**src/rtl/pgwr_pkg.sv**
```systemverilog
package pgwr_pkg;
  // strobes that survive the busy gate and the priority order
  typedef struct packed {
    logic load;
    logic data;
    logic commit;
    logic abort;
  } pgwr_cmd_t;
endpackage

```
**src/rtl/pgwr_buffer.sv**
```systemverilog
module pgwr_buffer #(
  parameter int DATA_W = 8,
  parameter int DEPTH  = 8,
  localparam int IDX_W = $clog2(DEPTH)
) (
  input  logic              clk,
  input  logic              rst_n,
  input  logic              wr_en,
  input  logic [IDX_W-1:0]  wr_idx,
  input  logic [DATA_W-1:0] wr_data,
  input  logic              clr,
  input  logic [IDX_W-1:0]  rd_idx,
  output logic [DATA_W-1:0] rd_data,
  output logic [DEPTH-1:0]  valid_o
);

  logic [DATA_W-1:0] ent_arr [DEPTH];

  for (genvar g = 0; g < DEPTH; g++) begin : g_ent
    logic              hit;
    logic [DATA_W-1:0] ent_q;
    logic              vld_q;

    assign hit = wr_en && (wr_idx == IDX_W'(g));

    // payload: enable only, no reset needed
    always_ff @(posedge clk) begin
      if (hit) ent_q <= wr_data;
    end

    always_ff @(posedge clk or negedge rst_n) begin
      if (!rst_n)   vld_q <= 1'b0;
      else if (clr) vld_q <= 1'b0;
      else if (hit) vld_q <= 1'b1;
    end

    assign ent_arr[g] = ent_q;
    assign valid_o[g] = vld_q;
  end

  assign rd_data = ent_arr[rd_idx];

endmodule

```
**src/rtl/pgwr_timer.sv**
```systemverilog
module pgwr_timer #(
  parameter int CYCLES = 40,
  localparam int CNT_W = $clog2(CYCLES)
) (
  input  logic             clk,
  input  logic             rst_n,
  input  logic             start,
  output logic             busy_o,
  output logic [CNT_W-1:0] cnt_o,
  output logic             done_o
);

  localparam logic [CNT_W-1:0] LAST = CNT_W'(CYCLES - 1);

  logic             busy_q, busy_d;
  logic [CNT_W-1:0] cnt_q, cnt_d;

  always_comb begin
    busy_d = busy_q;
    cnt_d  = cnt_q;
    if (busy_q) begin
      if (cnt_q == LAST) begin
        busy_d = 1'b0;
        cnt_d  = '0;
      end else begin
        cnt_d = cnt_q + CNT_W'(1);
      end
    end else if (start) begin
      busy_d = 1'b1;
      cnt_d  = '0;
    end
  end

  always_ff @(posedge clk or negedge rst_n) begin
    if (!rst_n) begin
      busy_q <= 1'b0;
      cnt_q  <= '0;
    end else begin
      busy_q <= busy_d;
      cnt_q  <= cnt_d;
    end
  end

  assign busy_o = busy_q;
  assign cnt_o  = cnt_q;
  assign done_o = busy_q && (cnt_q == LAST);

endmodule

```
**src/rtl/pgwr_engine.sv**
```systemverilog
module pgwr_engine
  import pgwr_pkg::*;
#(
  parameter int ADDR_W     = 8,
  parameter int DATA_W     = 8,
  parameter int PAGE_BYTES = 8,
  parameter int WR_CYCLES  = 40,   // must exceed PAGE_BYTES
  localparam int OFF_W     = $clog2(PAGE_BYTES),
  localparam int CNT_W     = $clog2(WR_CYCLES)
) (
  input  logic              clk,
  input  logic              rst_n,
  input  logic              load_i,
  input  logic [ADDR_W-1:0] addr_i,
  input  logic              data_vld_i,
  input  logic [DATA_W-1:0] data_i,
  input  logic              commit_i,
  input  logic              abort_i,
  output logic              mem_we_o,
  output logic [ADDR_W-1:0] mem_addr_o,
  output logic [DATA_W-1:0] mem_wdata_o,
  output logic              busy_o,
  output logic [ADDR_W-1:0] last_addr_o
);

  pgwr_cmd_t               acc;
  logic [ADDR_W-1:0]       ptr_q, ptr_d;
  logic                    ptr_en;
  logic [PAGE_BYTES-1:0]   buf_valid;
  logic [DATA_W-1:0]       rd_data;
  logic [CNT_W-1:0]        cyc_cnt;
  logic                    busy, done;
  logic [OFF_W-1:0]        sweep_idx;
  logic                    in_sweep;

  // strobe gating and priority: abort > commit > load > data
  always_comb begin
    acc = '0;
    if (!busy) begin
      if (abort_i)         acc.abort  = 1'b1;
      else if (commit_i)   acc.commit = |buf_valid;
      else if (load_i)     acc.load   = 1'b1;
      else if (data_vld_i) acc.data   = 1'b1;
    end
  end

  // write pointer: page bits move only on load
  always_comb begin
    ptr_d  = ptr_q;
    ptr_en = acc.load | acc.data;
    if (acc.load)
      ptr_d = addr_i;
    else if (acc.data)
      ptr_d = {ptr_q[ADDR_W-1:OFF_W], ptr_q[OFF_W-1:0] + OFF_W'(1)};
  end

  always_ff @(posedge clk or negedge rst_n) begin
    if (!rst_n)      ptr_q <= '0;
    else if (ptr_en) ptr_q <= ptr_d;
  end

  pgwr_buffer #(
    .DATA_W (DATA_W),
    .DEPTH  (PAGE_BYTES)
  ) u_buf (
    .clk     (clk),
    .rst_n   (rst_n),
    .wr_en   (acc.data),
    .wr_idx  (ptr_q[OFF_W-1:0]),
    .wr_data (data_i),
    .clr     (acc.load | acc.abort | done),
    .rd_idx  (sweep_idx),
    .rd_data (rd_data),
    .valid_o (buf_valid)
  );

  pgwr_timer #(
    .CYCLES (WR_CYCLES)
  ) u_tmr (
    .clk    (clk),
    .rst_n  (rst_n),
    .start  (acc.commit),
    .busy_o (busy),
    .cnt_o  (cyc_cnt),
    .done_o (done)
  );

  // sweep: the first PAGE_BYTES cycles of the write cycle walk the offsets
  assign sweep_idx = cyc_cnt[OFF_W-1:0];
  assign in_sweep  = cyc_cnt < CNT_W'(PAGE_BYTES);

  assign mem_we_o    = busy && in_sweep && buf_valid[sweep_idx];
  assign mem_addr_o  = {ptr_q[ADDR_W-1:OFF_W], sweep_idx};
  assign mem_wdata_o = rd_data;
  assign busy_o      = busy;
  assign last_addr_o = ptr_q;

endmodule

```
**config.mk**
```make
export PLATFORM = sky130hd
export DESIGN_NAME = pgwr_engine
export DESIGN_NICKNAME = d
export VERILOG_FILES = /design/src/rtl/pgwr_pkg.sv /design/src/rtl/pgwr_buffer.sv /design/src/rtl/pgwr_timer.sv /design/src/rtl/pgwr_engine.sv
export SDC_FILE = /design/constraint.sdc
export NUM_CORES = 1
export LEC_CHECK = 0
export ABC_AREA = 0
export CORE_MARGIN = 5
export CORE_UTILIZATION = 50
export DETAILED_ROUTE_END_ITERATION = 6
export DONT_BUFFER_PORTS = 1
export HOLD_SLACK_MARGIN = 0.05
export PLACE_DENSITY = 0.73
export SYNTH_ARGS = -nofsm -noshare
export SYNTH_HDL_FRONTEND = slang
export SYNTH_SLANG_ARGS = --single-unit
export TNS_END_PERCENT = 30
```
**constraint.sdc**
```tcl
create_clock -name clk -period 4.6 [get_ports clk]
set_input_delay 0 -clock clk [delete_from_list [all_inputs] [get_ports clk]]
set_output_delay 0 -clock clk [all_outputs]
set_load 0.02 [all_outputs]
```
==> reports/summary.txt <==
final hold violations = 0
Post-synth EDFFs = 64
DPL Wire Length = 3860 um
remaining max-slew budget at the tightest pin = 0.316
worst r2r src = u_tmr.cnt_o[1]
TritonCTS clock tree = built
clock sink total = 87
Syn. warnings = 0
num ports = 48
cell area after synthesis = 3740 um2
FF-to-FF End = u_tmr.busy_o
critical path, cell by cell = ha_1 > nand3_1 > o31a_1 > a31o_2 > dlygate4sd3_1
slowest cell delay on critical path = 1000 ps
Worst setup SP type = flop
count of final max-slew check failures = 0
Die W = 96.4 um
Avg Inst Size Synth = 18.3 um2
initial cell density of the core = 0.515
hold_buf cts = 21
cell area power density = 530 nW/um2
post-CTS setup buffers = 0
classification of the worst setup path = flop to flop
share of synthesized cell area in and, or, nand and nor gates = 0.0452
Seq cells post-synth = 87
antenna violations before repair = 0
Skew-Pair Late Insertion Delay = 360 ps
unrepaired setup endpoints after global routing = false
Rows = 31
Min-Delay Path Depth = 3
most common cell in the netlist = sky130_fd_sc_hd__edfxtp_1
Leakage = 1.57 nW
DIE HEIGHT = 96.4 um
Tmin final = 2680 ps
gr ovfl total = 0
detail-routed net length per standard cell = 19.0 um
Post-synth top cells = sky130_fd_sc_hd__edfxtp_1 (64), sky130_fd_sc_hd__dfrtp_1 (23), sky130_fd_sc_hd__mux4_1 (18)
destination of the worst hold path = u_tmr.cnt_o[3]
synth unique cells = 35
main combinational cell family by area after synthesis = multiplexers
setup clock skew after layout = 7.57 ps
instance count after placement with tap cells included = 289
DRT Wirelength = 6180 um
htree depth = 3
via density per instance = 5.51
post-synthesis adder-cell area fraction = 0.0234
portion of the clock cycle consumed by the worst path in the final layout = 0.584
result of the run = finished clean
Root Driver = sky130_fd_sc_hd__clkbuf_8
XOR/XNOR Fraction of Synth Area = 0.00703
Routed Antenna Nets = 0
area share of the leading cell type in the synthesized netlist = 0.514
via count of the first global-routing pass = 1910
maximum clock frequency = 373 MHz
largest vdd supply drop = 271 uV
largest net degree at the start of global routing = 24
DRC errors left = 0
Post-Syn Instances = 204
placeable core region = 7250 um2
count of endpoints failing setup in the final report = 0
Clock transition at path regs = 90 ps
Die Area = 9300 um2
register-to-register setup slack = 1920 ps
detailed-routing iteration count for the pre-antenna-repair pass = 4
final layout net count = 251
Synth area leaders = sky130_fd_sc_hd__edfxtp_1 (51%), sky130_fd_sc_hd__dfrtp_1 (15%), sky130_fd_sc_hd__mux4_1 (13%), sky130_fd_sc_hd__mux2_2 (4.2%), sky130_fd_sc_hd__ha_1 (2.3%)
total of max-cap violations = 0
filler cell count in the final layout = 568
critical path arrival = 2930 ps
launch instance of the worst min-delay path = abort_i
slew of the pin with the lowest slew margin = 1020 ps
PostCTS Resize Cnt = 0
ant diodes = 0
post-synth top area cell = sky130_fd_sc_hd__edfxtp_1
Post-Synthesis Net Count = 233
post-synthesis sequential area ratio = 0.668
highest fanout seen on the critical path = 22
tightest hold margin = 82.3 ps
Post-Route Setup TNS = 0 ps
cell type of the slowest stage on the worst timing path = sky130_fd_sc_hd__dfrtp_1
fraction of synthesis flops using an asynchronous set or reset pin = 0.264
layout cell share with drive strength beyond 1 = 0.159
number of non-filler instances in the completed layout = 326
Critical Path Sink Type = flop
top_reg_cell synth = sky130_fd_sc_hd__edfxtp_1
compound-gate portion of the synthesized area = 0.0459
global-route wire length before repair = 9850 um
buffers and inverters on the worst path = 1
deepest clock path buffer count = 2
proportion of synthesized area in mux cells = 0.171
Min-Delay Path Class = primary input to flop
Total Routing Usage GR = 0.150
dominant delay contributor by cell family on the critical path = flip-flops
final weighted congestion in routability-driven placement = 0.641
Required @ worst endpoint = 4840 ps
routed via count = 1796
worst reg2reg path depth = 5
total of buffers placed on input and output ports = 0
number of DRC markers in iteration 0 = 99
synthesis-to-finish area growth = 12.2%
CTS buffer count = 9
## cells in the final DEF (no fill, tap or decap), types with 7 or more instances in the layout
| master | Yosys | routed |
|---|---|---|
| sky130_fd_sc_hd__inv_1 | 7 | 7 |
| sky130_fd_sc_hd__and3_1 | 8 | 8 |
| sky130_fd_sc_hd__edfxtp_1 | 64 | 64 |
| sky130_fd_sc_hd__mux2_2 | 14 | 14 |
| sky130_fd_sc_hd__dlygate4sd3_1 | 0 | 21 |
| sky130_fd_sc_hd__dfrtp_1 | 23 | 23 |
| sky130_fd_sc_hd__ha_1 | 7 | 7 |
| sky130_fd_sc_hd__mux4_1 | 18 | 18 |
| sky130_fd_sc_hd__o21a_1 | 8 | 8 |
| sky130_fd_sc_hd__clkbuf_8 | 0 | 9 |
## routing by layer
metal | vias up | part of all wire | global-route usage
met5 | - | 0 | 0
met4 | 0 | 0.016 | 0.0561
met3 | 8 | 0.054 | 0.0480
met2 | 43 | 0.53 | 0.263
met1 | 901 | 0.40 | 0.172
li1 | 844 | - | -
## through the flow
stage / total power, mW / setup slack (ps) / util / area, um2
2_1_floorplan: 1.60 / 2840 / - / 3740
4_1_cts: 2.25 / 1900 / 0.578 / 4190
3_3_place_gp: 1.62 / 2280 / 0.518 / 3760
5_1_grt: 2.34 / 1760 / 0.578 / 4190
3_5_place_dp: 1.63 / 2230 / 0.518 / 3760
6_report: 2.22 / 1920 / 0.578 / 4190
## how the worst max path moves through the flow
stage / start / endpoint / slack [ps] / depth (start not counted)
3_5_place_dp: u_tmr.cnt_o[1] / u_buf.g_ent[1].vld_q / 2230 / 5
4_1_cts: u_tmr.cnt_o[1] / u_tmr.busy_o / 1900 / 5
6_report: u_tmr.cnt_o[1] / u_tmr.busy_o / 1920 / 5
3_3_place_gp: u_tmr.cnt_o[1] / u_buf.g_ent[6].vld_q / 2280 / 5
5_1_grt: u_tmr.cnt_o[1] / u_tmr.busy_o / 1760 / 5
2_1_floorplan: u_tmr.busy_o / u_buf.g_ent[6].ent_q[0] / 2840 / 5
## logic make-up after synthesis
group,after synthesis
adders and majority gates,7
AOI/OAI and AO/OA,21
DFF,87
buffers and inverters,23
xor gates and xnor gates,3
and+or+nand+nor,30
muxes,33
## report_power, final
group	total [mW]	internal [mW]	leakage (nW)	switching, mW
Clock	0.584	0.311	0.107	0.273
Sequential	1.13	0.904	0.871	0.230
Combinational	0.506	0.279	0.596	0.227
Total	2.22	1.49	1.57	0.730
## registers in the layout, summed over array words and instances (netlist names)
signal             count
u_buf.g_ent.ent_q     64
last_addr_o            8
u_tmr.busy_o           1
u_buf.g_ent.vld_q      8
u_tmr.cnt_o            6
## final cells by class
cell class / instances / area (um2) / area share
inverter: 7 / 26.3 / 0.00627
timing repair buffer: 23 / 225 / 0.0537
tap: 99 / 124 / 0.0295
multi-input combinational: 94 / 1090 / 0.261
sequential: 87 / 2500 / 0.596
clock inverter: 7 / 101 / 0.0242
clock buffer: 9 / 124 / 0.0295
## tightest hold or removal path: cells and delay by family
family	cells	cell delay (ps)
buf+inv	1	50
compound gates	2	360
(Power assumes the default switching activity.)
